## config.mk

```make
export PLATFORM = sky130hd
export DESIGN_NAME = rr_default_arbiter
export DESIGN_NICKNAME = d
export VERILOG_FILES = /design/src/rtl/rr_default_arbiter.sv
export SDC_FILE = /design/constraint.sdc
export NUM_CORES = 1
export LEC_CHECK = 0
export BUFFER_PORTS_ARGS = -buffer_cell sky130_fd_sc_hd__buf_4
export CORE_UTILIZATION = 40
export DETAILED_ROUTE_END_ITERATION = 8
export RECOVER_POWER = 25
export SLEW_MARGIN = 10
export SYNTH_ARGS = -nofsm -noshare
export SYNTH_HDL_FRONTEND = slang
export SYNTH_SLANG_ARGS = --single-unit
```

## constraint.sdc

```tcl
create_clock -name clk -period 5.1 [get_ports clk]
set_input_delay 0 -clock clk [delete_from_list [all_inputs] [get_ports clk]]
set_output_delay 0 -clock clk [all_outputs]
set_load 0.005 [all_outputs]
```

## src/rtl/rr_default_arbiter.sv

```systemverilog
module rr_default_arbiter #(
  parameter int N      = 5,
  parameter int SLOT_W = 8,
  localparam int IDW   = $clog2(N)
) (
  input  logic              clk,
  input  logic              rst_n,
  input  logic [N-1:0]      req,
  input  logic [N-1:0]      last_beat,
  input  logic [1:0]        dflt_mode,
  input  logic [IDW-1:0]    dflt_id,
  input  logic [SLOT_W-1:0] slot_limit,
  output logic [N-1:0]      grant
);
  localparam logic [IDW-1:0] TOP_ID = IDW'(N - 1);
  localparam logic [N-1:0]   ONE    = N'(1);

  logic [IDW-1:0]    ptr, last_id, win_id;
  logic              win_any;
  logic [SLOT_W-1:0] cnt;
  logic [N-1:0]      nxt;

  wire owner_busy = |(grant & req);
  wire owner_last = |(grant & req & last_beat);
  wire others     = |(req & ~grant);
  wire expired    = (slot_limit != '0) && (cnt <= SLOT_W'(1));
  wire rearb      = !owner_busy || owner_last || (expired && others);

  always_comb begin
    win_any = 1'b0;
    win_id  = '0;
    for (int k = 0; k < N; k++) begin
      int t;
      t = int'(ptr) + k;
      if (t >= N) t = t - N;
      if (!win_any && req[t]) begin
        win_any = 1'b1;
        win_id  = IDW'(t);
      end
    end
  end

  always_comb begin
    if (win_any) nxt = ONE << win_id;
    else begin
      case (dflt_mode)
        2'd1:    nxt = ONE << last_id;
        2'd2:    nxt = (dflt_id <= TOP_ID) ? (ONE << dflt_id) : '0;
        default: nxt = '0;
      endcase
    end
  end

  always_ff @(posedge clk) begin
    if (!rst_n) begin
      grant   <= '0;
      ptr     <= '0;
      last_id <= '0;
      cnt     <= '0;
    end else if (rearb) begin
      grant <= nxt;
      cnt   <= slot_limit;
      if (win_any) begin
        last_id <= win_id;
        ptr     <= (win_id == TOP_ID) ? '0 : win_id + 1'b1;
      end
    end else if (owner_busy && cnt != '0) begin
      cnt <= cnt - 1'b1;
    end
  end

  assert_grant_onehot_R2: assert property (@(posedge clk) disable iff (!rst_n)
    $onehot0(grant));

  assert_hold_no_limit_R10: assert property (@(posedge clk) disable iff (!rst_n)
    ((|(grant & req)) && !(|(grant & req & last_beat)) && slot_limit == '0) |=> $stable(grant));

  assert_idle_none_R6: assert property (@(posedge clk) disable iff (!rst_n)
    (req == '0 && (dflt_mode == 2'd0 || dflt_mode == 2'd3)) |=> grant == '0);

  assert_idle_fixed_R8: assert property (@(posedge clk) disable iff (!rst_n)
    (req == '0 && dflt_mode == 2'd2 && dflt_id <= TOP_ID) |=> grant == (ONE << $past(dflt_id)));

  assert_win_requester_R3: assert property (@(posedge clk) disable iff (!rst_n)
    (req != '0 && grant == '0) |=> (grant & $past(req)) != '0);
endmodule

```

### After elaboration in Yosys (flattened, before gate mapping)

Index checks and enable logic that the tools add are counted.
W data, S select, Z words.

* bits in registers: 19
* input port bits: 25
* output and inout port bits: 5
* word-level logic and storage cells: 94

* $add $sub $neg: 11
* magnitude comparators: 12
* equal/unequal tests: 3
* shifts and indexed selects: 3
* muxes and demuxes: 36
* bitwise gates (word level): 4
* reduce and logical (&&, ||, !) cells: 21

Operators with widths (number)
* $lt A32 B5 Y1 const B: 5
* $mux W32: 5
* $sub A4 B3 Y5 const B: 4
* $mux W3: 6
* $ge A4 B3 Y1 const B: 4
* $mux W8: 2
* $reduce_bool A8 Y1: 2
* $and A5 B5 Y5: 3
* $bmux W1 S3: 5
* $mux W1: 15
* $reduce_or A5 Y1: 3
* $shl A1 B3 Y5 const A: 3
* $mux W5: 2
* $pmux W5 S2: 1
* $add A3 B2 Y4 const B: 2
* $le A8 B1 Y1 const B: 1
* $sub A8 B1 Y8 const B: 1
* $logic_and A1 B1 Y1: 7
* $logic_not A1 Y1: 5
* $not A5 Y5: 1
* $add A3 B1 Y4 const B: 1
* $add A3 B3 Y4 const B: 1
* $sub A3 B3 Y4 const B: 1
* $add A3 B1 Y3 const B: 1
* other kinds (8): 9

### Depth between registers and ports, before layout

Gate-level depths: netlist of the first run.

* depth in word-level cells: 20
* gate-level depth with buffers: 20
* depth with buffers taken out: 17

### Worst setup path after synthesis of the first run

Ideal clock, no wire load.

* path type: flip-flop to flip-flop
* start point: register ptr[0]
* end point: register grant[4]
* setup time: 0.120 ns
* arrival time: 3.866 ns
* data required time: 4.980 ns
* setup slack: 1.114 ns
* stages on the path, launching flop included: 20
* buffers on the path: 2
* period minus slack after synthesis: 3.986 ns
* cell sequence: dfxtp_1 > buf_6 > buf_6 > inv_1 > ha_1 > inv_1 > ha_1 > a21oi_4 > xnor2_2 > mux2i_4 > o22ai_2 > or3_4 > o32ai_2 > mux2i_1 > or2_1 > ha_1 > and2_1 > a31oi_1 > nand2_1 > o31a_1

* word-level cells in the longest chain between the ends: 20
* elaborated cells between the ends (all ways): 54
* classes of those cells: 9 x add/sub; 5 x order compare; 1 x shift; 31 x mux; 8 x reduce/logical

Ends and longest elaborated chain
* start, declared: line 18 `logic [IDW-1:0] ptr, last_id, win_id;`
* start signal, assigned: line 65 `ptr <= (win_id == TOP_ID) ? '0 : win_id + 1'b1;`
* branches (longest 19 deep; another with $sub A4 B3 Y5)
* $mux W5 (*): line 44 `if (win_any) nxt = ONE << win_id;`
* end signal, assigned: line 61 `grant <= nxt;`
* end, declared: line 13 `output logic [N-1:0] grant`

Every way passes the cells marked *. The select of a mux whose other input is x is not followed.
A chain may end at the register's enable or synchronous reset.

### Final worst setup path of the first run

* start point: register ptr[1]
* end point: register grant[4]

Same word-level chain as after synthesis.

==> results.yml, run 1 <==
logic_synthesis:
  ys_seq_elements: 19
  syn_avg_cell_area_um2: 8.05
  asyncSetResetFlopFracSynth_pct: 0
  synthesis.yosys.warnings: 0
  seq_area_frac_synth_pct: 15.1
  ys_dominant_reg_cell: "dfxtp_1"
  syn_nets: 359
  synth_edf_count: 0
  synthCells: 312
  ys_types: 77
  synth_area_mm2: 0.00251
grt:
  residual_overflow_from_global_routing: 0
  antenna_found_initial: 0
  grt_max_degree: 30
  grt_use_total_pct: 20.9
  grt_first_pass_wirelength_um: 10800
  grt_pass1_vias: 2228
cts:
  post_cts_resized: 0
  cts-hold-fix-buffers: 3
  clock_path_buffers: 2
  insertion_delay_ns: 0.26
  clock-root-buffer: "clkbuf_8"
  tritoncts: "built"
  cts_sinks: 19
  h-tree-depth: 1
  post_cts_buffers: 0
  cts_inserted_buffers: 3
  worst_setup_hold_path_clk_slew_ns: 0.08
setup_path:
  crit_path_frequent_cell: "ha_1"
  critPathSlowestCell: "dfxtp_1"
  max_stage_delay_ns: 0.59
  ff2ff_path_depth: 17
  crit_required_ns: 5.25
  cp_startpoint: "ptr[1]"
  setup.worst_path.class: "reg2reg"
  worstReg2RegStart: "ptr[1]"
  critical-path-top-delay-family: "compound AO/OA/AOI/OAI gates"
  critical_path.startpoint_type: "flip-flop"
  end_kind: "flip-flop"
  critical_path.cell_chain: "inv_1 -> ha_1 -> inv_1 -> ha_1 -> nor2_1 -> o22a_1 -> o32ai_1 -> o22ai_2 -> or3_4 -> o32ai_2 -> mux2i_1 -> or2_1 -> ha_1 -> and2_1 -> a31oi_1 -> nand2_1 -> o31a_1"
  timing.reg2reg.setup_slack_ns: 0.69
  path_max_fanout: 11
  worst_r2r_endpoint: "grant[4]"
  cp.arrival_ns: 4.56
  wp_buf_inv: 2
route:
  vias: 2403
  top_signal_layer_used: "met4"
  vias_per_cell: 5.88
  drc: 0
  finalWirelength_um: 6680
  drtAntennaViolNets: 0
  post_drt_wl_per_cell_um: 16.3
  m1WireLength_um: 3320
  detailedRoute.firstPassIterationCount: 4
  met2_length_um: 3090
  wl_met3_um: 209
  starting_drt_drc_count: 146
place:
  dp_hpwl_um: 5160
  numPortBuffers: 29
  dpl_cell_area_mm2: 0.00275
  routabilityCongestion: 0.852
  dpl_worst_slack_ns: 0.761
timing:
  timing.final.crit_share_pct: 86.4
  slew_viol_final: 0
  rsz0062_at_grt: "no"
  finalSetupTns_ns: 0
  max_clock_freq_mhz: 227
  fin_ws_ns: 0.692
  finalHoldViolCount: 0
  post-route-min-period_ns: 4.41
  setup_violations: 0
  tightest_slew_ns: 1.03
  max_slew_margin_pct: 30.9
  fin_worst_skew_ns: 0.00879
die:
  area_enclosed_by_the_die_boundary_mm2: 0.00660
  chipHeight_um: 81.3
  initial_core_util_pct: 41.9
  ioPinCount: 30
  row_count: 28
  die-width_um: 81.3
  coreArea_mm2: 0.00599
pwr:
  power.density_cell_area_mw_per_mm2: 639
  max-vdd-ir-drop_mv: 0.295
  power.leakage_nw: 1.09
  post-layout-total-power_mw: 1.80
final_layout:
  final_cell_area_mm2: 0.00282
  final_layout_size_suffix_gt1_share_pct: 19.8
  synthToLayoutAreaGrowth_pct: 12.3
  nets: 382
  num_antenna_cells: 0
worst_hold_path:
  worstHoldPathCells: 3
  hold_path_startpoint: "slot_limit[2]"
  min_path_type: "in2reg"
  min_delay_worst_endpoint: "cnt[2]"
job:
  max_cap_viol_count: 0
outcome:
  outcome: "completed"
registers in the layout, summed over array words and instances (netlist names):
register  flops
cnt           8
grant         5
last_id       3
ptr           3
layout by cell type (no fill, tap or decap), types with 5 or more instances in the layout:
master and instances:
nor2_1 33, nand2_1 28, buf_4 26, ha_1 22, a21oi_1 21, dfxtp_1 19
inv_1 14, nand3_1 9, mux2i_1 8, nand2b_1 7, o21ai_0 7, nor4_1 7
a31oi_1 6, nor3_1 6, nand4_1 6, o22ai_1 5, a211oi_1 5, clkbuf_4 5
synthesized netlist by cell type, drive strengths merged, types with 7 or more instances:
library cell,count,area share [%]
nand2,28,4.2
nand2b,7,1.7
nor3,7,1.6
dfxtp,19,15
nor2,33,4.9
a211oi,7,2.5
o21ai,10,2.0
nand3,10,2.2
a21oi,22,4.8
o22ai,7,2.2
inv,15,2.2
nor4,8,2.6
buf,11,3.0
ha,22,11
mux2i,11,5.5
final cells by class:
cell class,count,area (um^2)
clock buffer,3,41.3
clock inverter,1,5.00
fill,614,3170
inverter,16,60.1
multi-input combinational,260,1970
sequential,19,380
tap,75,93.8
timing repair buffer,35,267
stage by stage:
step | instances | hold WS, ns | utilization, %
after floorplan | 312 | 0.134 | -
after global placement | 402 | 0.245 | 45.9
after detailed placement | 402 | 0.250 | 45.9
after CTS | 409 | 0.00692 | 47.2
after global routing | 409 | 0.0230 | 47.1
final | 409 | 0.00370 | 47.1
worst min-delay path: stages:
cell     delay, ns
buf_4         0.11
nand2_1       0.06
a21oi_1       0.05
how the worst max path moves through the flow:
stage / endpoint / cells after the start
finish: grant[4] / 17
global route: grant[4] / 17
CTS: grant[4] / 17
detailed placement: grant[4] / 17
global placement: grant[4] / 17
floorplan: grant[4] / 19
routing by layer:
metal  global-route usage, %  up-vias
met5                       0        -
met1                    29.3     1137
li1                        -     1222
met4                    4.11        0
met3                    1.46        7
met2                    34.9       37
report_power, final:
group	switching, mW	leakage, nW	internal (mW)
combinational	0.834	0.906	0.601
sequential	0.0606	0.157	0.199
clock	0.0545	0.0255	0.0545
cells by family after synthesis:
family                   Yosys count  synth area share (%)
AO/OA/AOI/OAI                     91                  28.2
XOR/XNOR                           7                  3.49
adder cells (fa/ha/maj)           22                  11.0
buffers and inverters             33                  6.27
flip-flops                        19                  15.1
multiplexers                      18                  10.5
AND/OR/NAND/NOR                  122                  25.5
Power figures use the tool's default switching activity.
==> run 2, diff against run 1 <==
- CELL_PAD_IN_SITES_DETAIL_PLACEMENT: default -> 1
- CELL_PAD_IN_SITES_GLOBAL_PLACEMENT: default -> 1
- PLACE_DENSITY_LB_ADDON: default -> 0.1
==> results.yml, run 2 (same netlist as run 1, synthesis figures left out) <==
outcome:
  outcome: "completed"
route:
  finalWirelength_um: 7370
  vias_per_cell: 5.97
  starting_drt_drc_count: 114
  drtAntennaViolNets: 0
  vias: 2437
  drc: 0
  detailedRoute.firstPassIterationCount: 4
  post_drt_wl_per_cell_um: 18.1
worst_hold_path:
  hold_path_startpoint: "slot_limit[3]"
  min_delay_worst_endpoint: "cnt[3]"
  worstHoldPathCells: 3
  min_path_type: "in2reg"
setup_path:
  setup.worst_path.class: "reg2reg"
  crit_required_ns: 5.26
  ff2ff_path_depth: 17
  cp.arrival_ns: 4.60
  critical-path-top-delay-family: "compound AO/OA/AOI/OAI gates"
  max_stage_delay_ns: 0.59
  end_kind: "flip-flop"
  critical_path.startpoint_type: "flip-flop"
  crit_path_frequent_cell: "ha_1"
  critPathSlowestCell: "dfxtp_1"
  critical_path.cell_chain: "inv_1 -> ha_1 -> inv_1 -> ha_1 -> a21oi_4 -> xnor2_2 -> mux2i_4 -> o22ai_2 -> or3_4 -> o32ai_2 -> mux2i_1 -> or2_1 -> ha_1 -> and2_1 -> a31oi_1 -> nand2_1 -> o31a_1"
  worst-path-stages: 17
  worst_r2r_endpoint: "grant[4]"
  wp_buf_inv: 2
  timing.reg2reg.setup_slack_ns: 0.66
  worstReg2RegStart: "ptr[1]"
  path_max_fanout: 11
die:
  chipHeight_um: 81.3
  area_enclosed_by_the_die_boundary_mm2: 0.00660
  coreArea_mm2: 0.00599
  initial_core_util_pct: 41.9
  die-width_um: 81.3
  ioPinCount: 30
  row_count: 28
final_layout:
  largest_registers: "cnt (8), grant (5)"
  layout_commonest_cell: "nor2_1"
  registers.top_by_ff_count: "cnt"
  nets: 381
  filler_cell_count: 757
  final_core_utilization_pct: 47.0
  mostFrequentLayoutCells: "33 x nor2_1, 28 x nand2_1, 27 x buf_4"
  multi_input_combinational_cell_area_mm2: 0.00197
  synthToLayoutAreaGrowth_pct: 12.1
  final_layout_size_suffix_gt1_share_pct: 20.1
  num_antenna_cells: 0
  largest_register_ffs: 8
  seq_area_um2: 380
timing:
  setup_violations: 0
  max_slew_margin_pct: 44.5
  fin_ws_ns: 0.662
  slew_viol_final: 0
  timing.final.crit_share_pct: 87.0
  rsz0062_at_grt: "no"
  tightest_slew_ns: 0.824
  post-route-min-period_ns: 4.44
  fin_worst_skew_ns: 0.0121
  finalSetupTns_ns: 0
  finalHoldViolCount: 0
  fin_worst_hold_slack_ns: 0.00662
  max_clock_freq_mhz: 225
pwr:
  total_switching_power_mw: 0.993
  max-vdd-ir-drop_mv: 0.329
  sequentialPowerShare_pct: 14.0
  share_clk_of_total_power_pct: 5.8
  combPwrFrac_pct: 80.2
  intPower_mw: 0.867
  switching_share_pct: 53.4
  post-layout-total-power_mw: 1.86
  power.density_cell_area_mw_per_mm2: 660
  power.leakage_nw: 1.09
grt:
  grt_first_pass_wirelength_um: 11900
  antenna_found_initial: 0
  grt_max_degree: 30
  grt_pass1_vias: 2355
  grt_use_total_pct: 23.5
  residual_overflow_from_global_routing: 0
cts:
  worst_setup_hold_path_clk_slew_ns: 0.08
  cts_inserted_buffers: 3
  clock_path_buffers: 2
  cts_sinks: 19
  tritoncts: "built"
  clock-root-buffer: "clkbuf_8"
  post_cts_buffers: 0
  insertion_delay_ns: 0.26
  h-tree-depth: 1
place:
  dp_hpwl_um: 5840
  routabilityCongestion: 0.809
  dpl_worst_slack_ns: 0.678
  numPortBuffers: 29
job:
  max_cap_viol_count: 0
run 2: through the flow:
stage / area (um^2) / std cells
6_report: 2820 / 408
5_1_grt: 2820 / 408
3_3_place_gp: 2750 / 402
4_1_cts: 2820 / 408
3_5_place_dp: 2750 / 402
2_1_floorplan: 2510 / 312
run 2: layer usage:
layer	wire length, um	vias to the layer above	track usage (%)
met4	27	0	3.04
met2	3390	39	39.2
met1	3710	1182	32.8
met5	0	-	0
met3	236	2	2.92
li1	-	1214	-
run 2: cell type report:
class / instances / share of cell area (%)
multi-input cells: 260 / 70.1
flip-flops and latches: 19 / 13.5
repair buffers: 34 / 9.24
well taps: 75 / 3.33
inverters: 16 / 2.13
clock buffers: 3 / 1.47
clock inverters: 1 / 0.178
run 2: power by group through the flow:
stage	registers, mW	clock network, mW	logic, mW
floorplan	0.246	0	1.17
global placement	0.261	0	1.45
detailed placement	0.263	0	1.48
CTS	0.260	0.112	1.49
global route	0.267	0.118	1.65
finish	0.260	0.108	1.49
run 2: repair_timing:
action                                 in CTS  in global routing
hold buffers                                2                  0
endpoints found under the hold margin       2                  0
resized for setup                           0                  0
run 2: worst max path at each step:
stage                start  endpoint  slack, ns
global route        ptr[1]  grant[4]       0.36
detailed placement  ptr[1]  grant[4]       0.68
CTS                 ptr[1]  grant[4]       0.68
global placement    ptr[1]  grant[4]       0.90
floorplan           ptr[0]  grant[4]       1.11
finish              ptr[1]  grant[4]       0.66
run 2: worst register-to-register path, cell delays in order (launching register included):
cell and delay, ns:
dfxtp_1 0.59, inv_1 0.26, ha_1 0.25, inv_1 0.05, ha_1 0.26, a21oi_4 0.08
xnor2_2 0.34, mux2i_4 0.32, o22ai_2 0.15, or3_4 0.38, o32ai_2 0.23, mux2i_1 0.15
or2_1 0.29, ha_1 0.23, and2_1 0.15, a31oi_1 0.24, nand2_1 0.09, o31a_1 0.28
==> run 3, diff against run 2 <==
- CELL_PAD_IN_SITES_DETAIL_PLACEMENT: 1 -> 0
==> results.yml, run 3 (same netlist as run 1, synthesis figures left out) <==
die:
  initial_core_util_pct: 41.9
  coreArea_mm2: 0.00599
  die-width_um: 81.3
  row_count: 28
  area_enclosed_by_the_die_boundary_mm2: 0.00660
  chipHeight_um: 81.3
  ioPinCount: 30
pwr:
  intPower_mw: 0.865
  power.density_cell_area_mw_per_mm2: 647
  share_clk_of_total_power_pct: 5.9
  post-layout-total-power_mw: 1.82
  total_switching_power_mw: 0.955
  sequentialPowerShare_pct: 14.2
  max-vdd-ir-drop_mv: 0.367
  combPwrFrac_pct: 79.9
  switching_share_pct: 52.5
  power.leakage_nw: 1.08
cts:
  tritoncts: "built"
  insertion_delay_ns: 0.26
  cts_inserted_buffers: 3
  h-tree-depth: 1
  clock_path_buffers: 2
  post_cts_buffers: 0
  clock-root-buffer: "clkbuf_8"
  worst_setup_hold_path_clk_slew_ns: 0.08
  cts_sinks: 19
setup_path:
  setup.worst_path.class: "reg2reg"
  cp.arrival_ns: 4.54
  path_max_fanout: 11
  end_kind: "flip-flop"
  critical_path.startpoint_type: "flip-flop"
  crit_required_ns: 5.26
route:
  vias: 2392
  detailedRoute.firstPassIterationCount: 4
  starting_drt_drc_count: 102
  post_drt_wl_per_cell_um: 16.0
  drc: 0
  vias_per_cell: 5.86
  finalWirelength_um: 6540
  drtAntennaViolNets: 0
timing:
  max_slew_margin_pct: 48.1
  fin_worst_hold_slack_ns: 0.00386
  tightest_slew_ns: 0.770
  timing.final.crit_share_pct: 86.0
  max_clock_freq_mhz: 228
  setup_violations: 0
  slew_viol_final: 0
  rsz0062_at_grt: "no"
  fin_worst_skew_ns: 0.00602
  finalHoldViolCount: 0
  finalSetupTns_ns: 0
  post-route-min-period_ns: 4.39
final_layout:
  mostFrequentLayoutCells: "33 x nor2_1, 28 x nand2_1, 27 x buf_4"
  registers.top_by_ff_count: "cnt"
  final_core_utilization_pct: 46.9
  largest_registers: "cnt (8), grant (5)"
  largest_register_ffs: 8
  final_layout_size_suffix_gt1_share_pct: 19.8
  layout_commonest_cell: "nor2_1"
  synthToLayoutAreaGrowth_pct: 11.9
  nets: 381
  filler_cell_count: 599
  num_antenna_cells: 0
  final_cell_area_mm2: 0.00281
worst_hold_path:
  min_path_type: "in2reg"
place:
  dpl_cell_area_mm2: 0.00275
  routabilityCongestion: 0.809
  numPortBuffers: 29
  dp_hpwl_um: 5180
grt:
  grt_pass1_vias: 2160
  grt_first_pass_wirelength_um: 10600
  grt_max_degree: 30
  antenna_found_initial: 0
  residual_overflow_from_global_routing: 0
  grt_use_total_pct: 20.8
job:
  max_cap_viol_count: 0
outcome:
  outcome: "completed"
-- run 3: cell counts in the layout (fill, tap and decap cells not counted) --
Identical to the previous run, type by type.
-- run 3: worst max-delay path, cell delays in order (launching register included) --
cell and delay (ns):
dfxtp_1 0.59, inv_1 0.26, ha_1 0.25, inv_1 0.05
ha_1 0.26, a21oi_4 0.08, xnor2_2 0.34, mux2i_4 0.32
o22ai_2 0.16, or3_4 0.38, o32ai_2 0.21, mux2i_1 0.14
or2_1 0.28, ha_1 0.23, and2_1 0.15, a31oi_1 0.24
nand2_1 0.09, o31a_1 0.27
-- run 3: repair_timing --
item                      CTS  global route
resized for setup           0             0
hold buffers                2             0
hold endpoints to repair    2             0
-- run 3: path summary, 6_finish.rpt --
path / startpoint / to / slack, ns / cells past startpoint
min: slot_limit[2] / cnt[2] / 0.004 / 3
min reg2reg: grant[1] / grant[1] / 0.55 / 2
max: ptr[1] / grant[4] / 0.71 / 17
max reg2reg: ptr[1] / grant[4] / 0.71 / 17
-- run 3: per-stage QoR --
step,setup slack (ns),instances
floorplan,1.11,312
global placement,0.903,402
detailed placement,0.773,402
CTS,0.774,408
global route,0.430,408
finish,0.713,408
-- run 3: power by group through the flow --
stage	clock network (mW)	logic (mW)	registers, mW
2_1_floorplan	0	1.17	0.246
3_3_place_gp	0	1.45	0.261
3_5_place_dp	0	1.45	0.261
4_1_cts	0.111	1.46	0.257
5_1_grt	0.118	1.61	0.266
6_report	0.107	1.45	0.258
-- run 3: cell type report --
type / count / area, um^2 / share of cell area [%]
Timing Repair Buffer: 34 / 256 / 9.12
Sequential cell: 19 / 380 / 13.5
Tap cell: 75 / 93.8 / 3.34
Clock inverter: 1 / 5.00 / 0.178
Clock buffer: 3 / 41.3 / 1.47
Inverter: 16 / 60.1 / 2.14
Multi-Input combinational cell: 260 / 1970 / 70.2
-- run 3: per-layer routing --
layer  global-route usage [%]  up-vias  part of all wire (%)
li1                         -     1214                     -
met1                     30.2     1120                    49
met2                     33.0       56                    46
met3                     2.81        2                   4.3
met4                     3.21        0                  0.29
met5                        0        -                     0
